## src/rtl/hsp_pkg.sv

```systemverilog
package hsp_pkg;
   // Source selected for the host read buffer
   typedef enum logic {
      RD_FROM_RX = 1'b0,
      RD_FROM_TX = 1'b1
   } rd_src_e;

   // Which datapath input feeds the transmit output register
   typedef enum logic {
      TX_FROM_HOST = 1'b0,
      TX_FROM_LOOP = 1'b1
   } tx_src_e;
endpackage

```

## src/rtl/hsp_strobe_sync.sv

```systemverilog
module hsp_strobe_sync #(
   parameter int          STAGES  = 2,
   parameter int          W       = 3,
   parameter logic [W-1:0] IDLE_VAL = '1
) (
   input  logic         clk,
   input  logic         rst_n,
   input  logic [W-1:0] async_in,
   output logic [W-1:0] sync_q,
   output logic [W-1:0] sync_prev
);
   localparam int LAST = STAGES;

   generate
      if (STAGES < 2) begin : g_bad_stages
         $error("hsp_strobe_sync: STAGES must be at least 2");
      end
      if (W < 1) begin : g_bad_width
         $error("hsp_strobe_sync: W must be positive");
      end
   endgenerate

   logic [W-1:0] chain [LAST+1];

   always_ff @(posedge clk or negedge rst_n) begin
      if (!rst_n) begin
         for (int i = 0; i <= LAST; i++) chain[i] <= IDLE_VAL;
      end else begin
         chain[0] <= async_in;
         for (int i = 1; i <= LAST; i++) chain[i] <= chain[i-1];
      end
   end

   assign sync_q    = chain[LAST-1];
   assign sync_prev = chain[LAST];
endmodule

```

## src/rtl/hsp_tx_path.sv

```systemverilog
module hsp_tx_path
   import hsp_pkg::*;
#(
   parameter int DATA_W = 16
) (
   input  logic              clk,
   input  logic              rst_n,
   input  logic              wr_pulse,
   input  logic [DATA_W-1:0] wr_data,
   input  logic              tick,
   input  tx_src_e           tx_src,
   input  logic [DATA_W-1:0] loop_word,
   output logic [DATA_W-1:0] tx_hold,
   output logic [DATA_W-1:0] tx_sample
);
   generate
      if (DATA_W < 1) begin : g_bad_width
         $error("hsp_tx_path: DATA_W must be positive");
      end
   endgenerate

   logic [DATA_W-1:0] next_sample;

   always_comb begin
      next_sample = (tx_src == TX_FROM_LOOP) ? loop_word : tx_hold;
   end

   always_ff @(posedge clk or negedge rst_n) begin
      if (!rst_n) begin
         tx_hold <= '0;
      end else if (wr_pulse) begin
         tx_hold <= wr_data;
      end
   end

   always_ff @(posedge clk or negedge rst_n) begin
      if (!rst_n) begin
         tx_sample <= '0;
      end else if (tick) begin
         tx_sample <= next_sample;
      end
   end

   AST_TX_ONLY_ON_TICK: assert property (@(posedge clk) disable iff (!rst_n)
      !tick |=> $stable(tx_sample));

   AST_LOOP_LATENCY: assert property (@(posedge clk) disable iff (!rst_n)
      (tick && tx_src == TX_FROM_LOOP) |=> (tx_sample == $past(loop_word)));
endmodule

```

## src/rtl/hsp_rx_path.sv

```systemverilog
module hsp_rx_path
   import hsp_pkg::*;
#(
   parameter int DATA_W        = 16,
   parameter bit SNAPSHOT_READ = 1'b1
) (
   input  logic              clk,
   input  logic              rst_n,
   input  logic              tick,
   input  logic [DATA_W-1:0] rx_in,
   input  logic              rd_start,
   input  logic              rd_end,
   input  rd_src_e           rd_src,
   input  logic [DATA_W-1:0] tx_hold,
   output logic [DATA_W-1:0] rx_buf,
   output logic [DATA_W-1:0] bus_out,
   output logic              bus_drive
);
   logic [DATA_W-1:0] sel_word;

   always_comb begin
      sel_word = (rd_src == RD_FROM_TX) ? tx_hold : rx_buf;
   end

   always_ff @(posedge clk or negedge rst_n) begin
      if (!rst_n) begin
         rx_buf <= '0;
      end else if (tick) begin
         rx_buf <= rx_in;
      end
   end

   always_ff @(posedge clk or negedge rst_n) begin
      if (!rst_n) begin
         bus_drive <= 1'b0;
      end else if (rd_start) begin
         bus_drive <= 1'b1;
      end else if (rd_end) begin
         bus_drive <= 1'b0;
      end
   end

   generate
      if (SNAPSHOT_READ) begin : g_snapshot
         logic [DATA_W-1:0] rd_word;
         always_ff @(posedge clk or negedge rst_n) begin
            if (!rst_n) begin
               rd_word <= '0;
            end else if (rd_start) begin
               rd_word <= sel_word;
            end
         end
         assign bus_out = bus_drive ? rd_word : '0;

         AST_READ_HELD: assert property (@(posedge clk) disable iff (!rst_n)
            (bus_drive && !rd_start) |=> (!bus_drive || $stable(bus_out)));
      end else begin : g_live
         assign bus_out = bus_drive ? sel_word : '0;
      end
   endgenerate

   AST_DRIVE_GRANT: assert property (@(posedge clk) disable iff (!rst_n)
      rd_start |=> bus_drive);

   AST_DRIVE_RELEASE: assert property (@(posedge clk) disable iff (!rst_n)
      (rd_end && !rd_start) |=> (!bus_drive && bus_out == '0));
endmodule

```

## src/rtl/host_sample_port.sv

```systemverilog
module host_sample_port
   import hsp_pkg::*;
#(
   parameter int DATA_W        = 16,
   parameter int SYNC_STAGES   = 2,
   parameter bit SNAPSHOT_READ = 1'b1
) (
   input  logic              clk,
   input  logic              rst_n,
   input  logic              sample_tick,
   input  logic              cs_n,
   input  logic              wr_n,
   input  logic              rd_n,
   input  logic [DATA_W-1:0] bus_in,
   output logic [DATA_W-1:0] bus_out,
   output logic              bus_drive,
   input  logic              loop_en,
   input  logic              readback_en,
   input  logic [DATA_W-1:0] rx_sample,
   output logic [DATA_W-1:0] tx_sample
);
   localparam int NSTROBE = 3;
   localparam int IDX_CS  = 0;
   localparam int IDX_WR  = 1;
   localparam int IDX_RD  = 2;

   generate
      if (DATA_W != 16) begin : g_width_note
         $error("host_sample_port: the host bus is defined as 16 bits");
      end
   endgenerate

   logic [NSTROBE-1:0] strobe_q, strobe_prev;
   logic               cs_act, wr_rise, rd_fall, rd_rise;
   logic [DATA_W-1:0]  tx_hold_w, rx_buf_w;
   rd_src_e            rd_src;
   tx_src_e            tx_src;

   hsp_strobe_sync #(
      .STAGES  (SYNC_STAGES),
      .W       (NSTROBE),
      .IDLE_VAL({NSTROBE{1'b1}})
   ) u_sync (
      .clk      (clk),
      .rst_n    (rst_n),
      .async_in ({rd_n, wr_n, cs_n}),
      .sync_q   (strobe_q),
      .sync_prev(strobe_prev)
   );

   always_comb begin
      cs_act  = ~strobe_q[IDX_CS];
      wr_rise = cs_act &  strobe_q[IDX_WR] & ~strobe_prev[IDX_WR];
      rd_fall = cs_act & ~strobe_q[IDX_RD] &  strobe_prev[IDX_RD];
      rd_rise =          strobe_q[IDX_RD] & ~strobe_prev[IDX_RD];
      rd_src  = readback_en ? RD_FROM_TX : RD_FROM_RX;
      tx_src  = loop_en ? TX_FROM_LOOP : TX_FROM_HOST;
   end

   hsp_tx_path #(.DATA_W(DATA_W)) u_tx (
      .clk      (clk),
      .rst_n    (rst_n),
      .wr_pulse (wr_rise),
      .wr_data  (bus_in),
      .tick     (sample_tick),
      .tx_src   (tx_src),
      .loop_word(rx_buf_w),
      .tx_hold  (tx_hold_w),
      .tx_sample(tx_sample)
   );

   hsp_rx_path #(.DATA_W(DATA_W), .SNAPSHOT_READ(SNAPSHOT_READ)) u_rx (
      .clk      (clk),
      .rst_n    (rst_n),
      .tick     (sample_tick),
      .rx_in    (rx_sample),
      .rd_start (rd_fall),
      .rd_end   (rd_rise),
      .rd_src   (rd_src),
      .tx_hold  (tx_hold_w),
      .rx_buf   (rx_buf_w),
      .bus_out  (bus_out),
      .bus_drive(bus_drive)
   );

   AST_WRITE_NEEDS_SELECT: assert property (@(posedge clk) disable iff (!rst_n)
      !$stable(tx_hold_w) |-> !$past(strobe_q[IDX_CS]));

   AST_READ_NEEDS_SELECT: assert property (@(posedge clk) disable iff (!rst_n)
      $rose(bus_drive) |-> !$past(strobe_q[IDX_CS]));
endmodule

```

## config.mk

```make
export PLATFORM = sky130hd
export DESIGN_NAME = host_sample_port
export DESIGN_NICKNAME = d
export VERILOG_FILES = /design/src/rtl/hsp_pkg.sv /design/src/rtl/hsp_strobe_sync.sv /design/src/rtl/hsp_tx_path.sv /design/src/rtl/hsp_rx_path.sv /design/src/rtl/host_sample_port.sv
export SDC_FILE = /design/constraint.sdc
export NUM_CORES = 1
export LEC_CHECK = 0
export BUFFER_PORTS_ARGS = -buffer_cell sky130_fd_sc_hd__buf_2
export CORE_MARGIN = 2
export CORE_UTILIZATION = 50
export CTS_BUF_LIST = sky130_fd_sc_hd__clkbuf_4
export DETAILED_ROUTE_END_ITERATION = 8
export PLACE_DENSITY = 0.73
export SLEW_MARGIN = 0
export SYNTH_ARGS = -nofsm -noshare
export SYNTH_HDL_FRONTEND = slang
export SYNTH_HIERARCHICAL = 1
export SYNTH_SLANG_ARGS = --single-unit
```

## constraint.sdc

```tcl
create_clock -name clk -period 1.9 [get_ports clk]
set_input_delay 0.475 -clock clk [delete_from_list [all_inputs] [get_ports clk]]
set_output_delay 0.475 -clock clk [all_outputs]
set_load 0.005 [all_outputs]
```

# After elaboration in Yosys (flattened, before gate mapping)
# Index checks and enable logic that the tools add are counted.
[classes] muxes=7 bitwise_logic=9 reduce_logical=1
[ops] op="$mux W16" n=3
[ops] op="$and A1 B1 Y1" n=5
[ops] op="$mux W1" n=4
[ops] op="$not A1 Y1" n=4
[ops] op="$reduce_bool A2 Y1" n=1
[word_totals] register_bits=74 in_bits=40 output_inout_bits=33 word_cells=25

# Longest topological paths before layout
[logic_depth] word_depth=4 depth_mapped=6 depth_no_buf=3

# Cells and area by module
# The synthesis kept the hierarchy.
[by_module_without_submodules] module="hsp_rx_path" instances=1 cells_each=124 area_per_inst_um2=1531.5 seq_area_each_um2=825.8
[by_module_without_submodules] module="hsp_tx_path" instances=1 cells_each=103 area_per_inst_um2=1356.3 seq_area_each_um2=800.8
[by_module_without_submodules] module="hsp_strobe_sync" instances=1 cells_each=15 area_per_inst_um2=281.5 seq_area_each_um2=236.5
[by_module_without_submodules] module="host_sample_port" instances=1 cells_each=3 area_per_inst_um2=22.5 seq_area_each_um2=0.0

# Worst setup path after synthesis
# No wires, ideal clock.
[synth_timing] kind="register to register" from="register u_sync.chain, in the netlist u_sync/sync_q[1]" to="register u_tx.tx_hold[10]" setup_time_ns=0.125 arrival_time_ns=1.403 path_slack_ns=0.372 stages_incl_launch_ff=6 period_less_slack_ns=1.528 path_cell_list="dfstp_2 > buf_4 > nor3b_1 > buf_6 > buf_8 > mux2_2"
[synth_via] elab_chain_cells=2
[synth_lines] item="from (decl)" line="hsp_strobe_sync.sv:23" source="logic [W-1:0] chain [LAST+1];"
[synth_lines] item="$and A1 B1 Y1 (2 in a row)" line="host_sample_port.sv:53" source="wr_rise = cs_act & strobe_q[IDX_WR] & ~strobe_prev[IDX_WR];"
[synth_lines] item="via wr_rise" line="host_sample_port.sv:34" source="logic cs_act, wr_rise, rd_fall, rd_rise;"
[synth_lines] item="to (signal assigned)" line="hsp_tx_path.sv:32" source="tx_hold <= wr_data;"
[synth_lines] item="to (decl)" line="hsp_tx_path.sv:13" source="output logic [DATA_W-1:0] tx_hold,"
# The timed path passes the listed nets, and every way through them passes these cells.
# A chain may end at the register's enable or synchronous reset.

# Worst setup path after layout
[layout_timing] from="register u_rx.bus_drive" to="output bus_out[15]"
[layout_via] elab_chain_cells=1
[layout_lines] item="from (decl)" line="hsp_rx_path.sv:17" source="output logic bus_drive"
[layout_lines] item="from (signal assigned)" line="hsp_rx_path.sv:35" source="bus_drive <= 1'b0;"
[layout_lines] item="from (signal assigned)" line="hsp_rx_path.sv:37" source="bus_drive <= 1'b1;"
[layout_lines] item="from (signal assigned)" line="hsp_rx_path.sv:39" source="bus_drive <= 1'b0;"
[layout_lines] item="$mux W16" line="hsp_rx_path.sv:53" source="assign bus_out = bus_drive ? rd_word : '0;"
[layout_lines] item="to (decl)" line="host_sample_port.sv:15" source="output logic [DATA_W-1:0] bus_out,"
# Every way passes these cells.

==> reports/qor.yml <==
floorplanning:
  coreArea_um2: 6030
  chipWidth_um: 83.5
  dieHeight_um: 83.5
  pin_count: 73
  num_rows: 28
  start_util: 0.524
  dieArea_um2: 6970
sta:
  finalMaxSlewViolations: 0
  fmaxAchievable_ghz: 0.592
  tns_ns: 0
  fin_skew_ns: 0.0130
  rsz0062_at_grt: "no"
  period_share: 0.889
  fin_crit_ns: 1.69
  worst_pin_slew_ns: 0.523
  finalHoldViolCount: 0
  finalSetupViolCount: 0
  relSlewSlack: 0.652
finish:
  drive_gt1_frac: 0.426
  fin_area_um2: 3660
  final_nets: 352
  diodes: 0
  syn2layout_area_growth_pct: 15.8
placed_design:
  gp_congestion: 0.810
  dpl-instance-area_um2: 3530
  dp_hpwl_mm: 4.42
  io_buffers: 72
job:
  maxCapViolCount: 0
min_path:
  hp-class: "primary input to asynchronous set/reset pin"
logic_synthesis:
  avgSynthCellArea_um2: 13.0
  yosys_warnings: 6
  syn_area_um2: 3160
  synth_cells: 243
  synth_nets: 283
drt:
  drc: 0
  routed_wl_mm: 6.22
  num_vias: 2007
  via_per_inst: 5.12
  ant_nets: 0
  avgRoutedWirePerCell_um: 15.9
  dr.pass1.iters: 4
  drtIter0Drc: 108
clock_tree:
  clkSinkCount: 73
  clk_latency_ns: 0.41
  cts_root_buf: "clkbuf_4"
  cts_tree: "built"
  cts_hold_buffers: 0
  cts_max_level: 3
  cts_buffer_depth: 2
  cts_setup_buffers: 0
  clk_pin_slew_worst_paths_ns: 0.11
  cts_buffers: 9
critical_path:
  cp_max_fo: 18
  end_kind: "primary output"
  r2r_cells: 3
  r2r_slack_ns: 0.41
  required_ns: 1.42
  worstSetupPathType: "flip-flop to primary output"
  critPathArrivalTime_ns: 1.21
  setup.worst_path.start_class: "flip-flop"
run_status:
  outcome: "completed"
power_and_ir_drop:
  p_leak_nw: 1.77
  power.density_nw_per_um2: 959
  vdd_drop_max_v: 0.000489
global_route:
  grt_antenna_before_repair: 0
  grt_pass1_vias: 2106
  grtUsageTotal: 0.198
  grt_pass1_wl_mm: 10.8
  grt_max_degree: 49
  grt_overflow: 0
area by class of cell:
class                      count  area (um^2)
multi-input combinational    148         1140
sequential                    73         1840
timing repair buffer          79          450
inverter                       1         3.75
fill                         517         2370
tap                           75         93.8
clock inverter                 5         46.3
clock buffer                  11         82.6
layout by cell type (no fill, tap or decap), drive strengths merged:
| cell type | instances |
|---|---|
| inv | 1 |
| dfstp | 8 |
| clkbuf | 11 |
| mux2i | 32 |
| and2 | 16 |
| nor2 | 32 |
| mux2 | 32 |
| a21o | 1 |
| buf | 79 |
| and2b | 1 |
| dfrtp | 65 |
| clkinv | 4 |
| bufinv | 1 |
| a21oi | 32 |
| nor3b | 2 |
layer usage:
layer,global-route usage,wire [um]
met5,0,0
met4,0.0982,149
met3,0.0495,328
met2,0.287,2850
met1,0.279,2890
power breakdown:
group / internal (mW) / total, mW / switching [mW]
sequential: 1.80 / 1.96 / 0.166
clock: 0.417 / 0.919 / 0.502
combinational: 0.349 / 0.626 / 0.277
total: 2.56 / 3.51 / 0.945
worst paths after layout:
path                                   from                  to
hold / removal                        rst_n   u_tx/tx_sample[1]
max in group asynchronous             rst_n  u_tx/tx_sample[11]
setup / recovery             u_rx/bus_drive         bus_out[15]
hold reg to reg             u_sync/chain[6]    u_sync/sync_q[0]
setup reg to reg           u_sync/sync_q[1]    u_tx/tx_hold[12]
min in group clk                       rd_n     u_sync/chain[8]
worst max-delay path, stage by stage (launching register included):
cell,delay [ns]
dfrtp_2,0.51
and2_1,0.18
buf_2,0.12
sequential cells by signal, summed over array words and instances, names as in the netlist:
signal,count
u_sync/sync_q,3
u_rx/g_snapshot.rd_word,16
u_rx/rx_buf,16
u_rx/bus_drive,1
u_sync/sync_prev,2
u_tx/tx_hold,16
u_tx/tx_sample,16
u_sync/chain,3
stage by stage:
step | power, mW | hold WS, ns | utilization | instances | setup WS, ns
final | 3.51 | 0.0151 | 0.607 | 392 | 0.212
after global routing | 3.74 | 0.0238 | 0.607 | 392 | 0.110
after CTS | 3.55 | 0.0176 | 0.607 | 392 | 0.0563
after detailed placement | 2.63 | 0.349 | 0.585 | 376 | 0.424
after global placement | 2.60 | 0.348 | 0.585 | 376 | 0.435
after floorplan | 2.35 | 0.179 | - | 243 | 0.372
timing repair:
action	in CTS	in global routing
hold endpoints to repair	0	0
gates resized for setup	0	1
setup endpoints to repair	0	16
No activity file was read; power rests on OpenSTA's default activity.
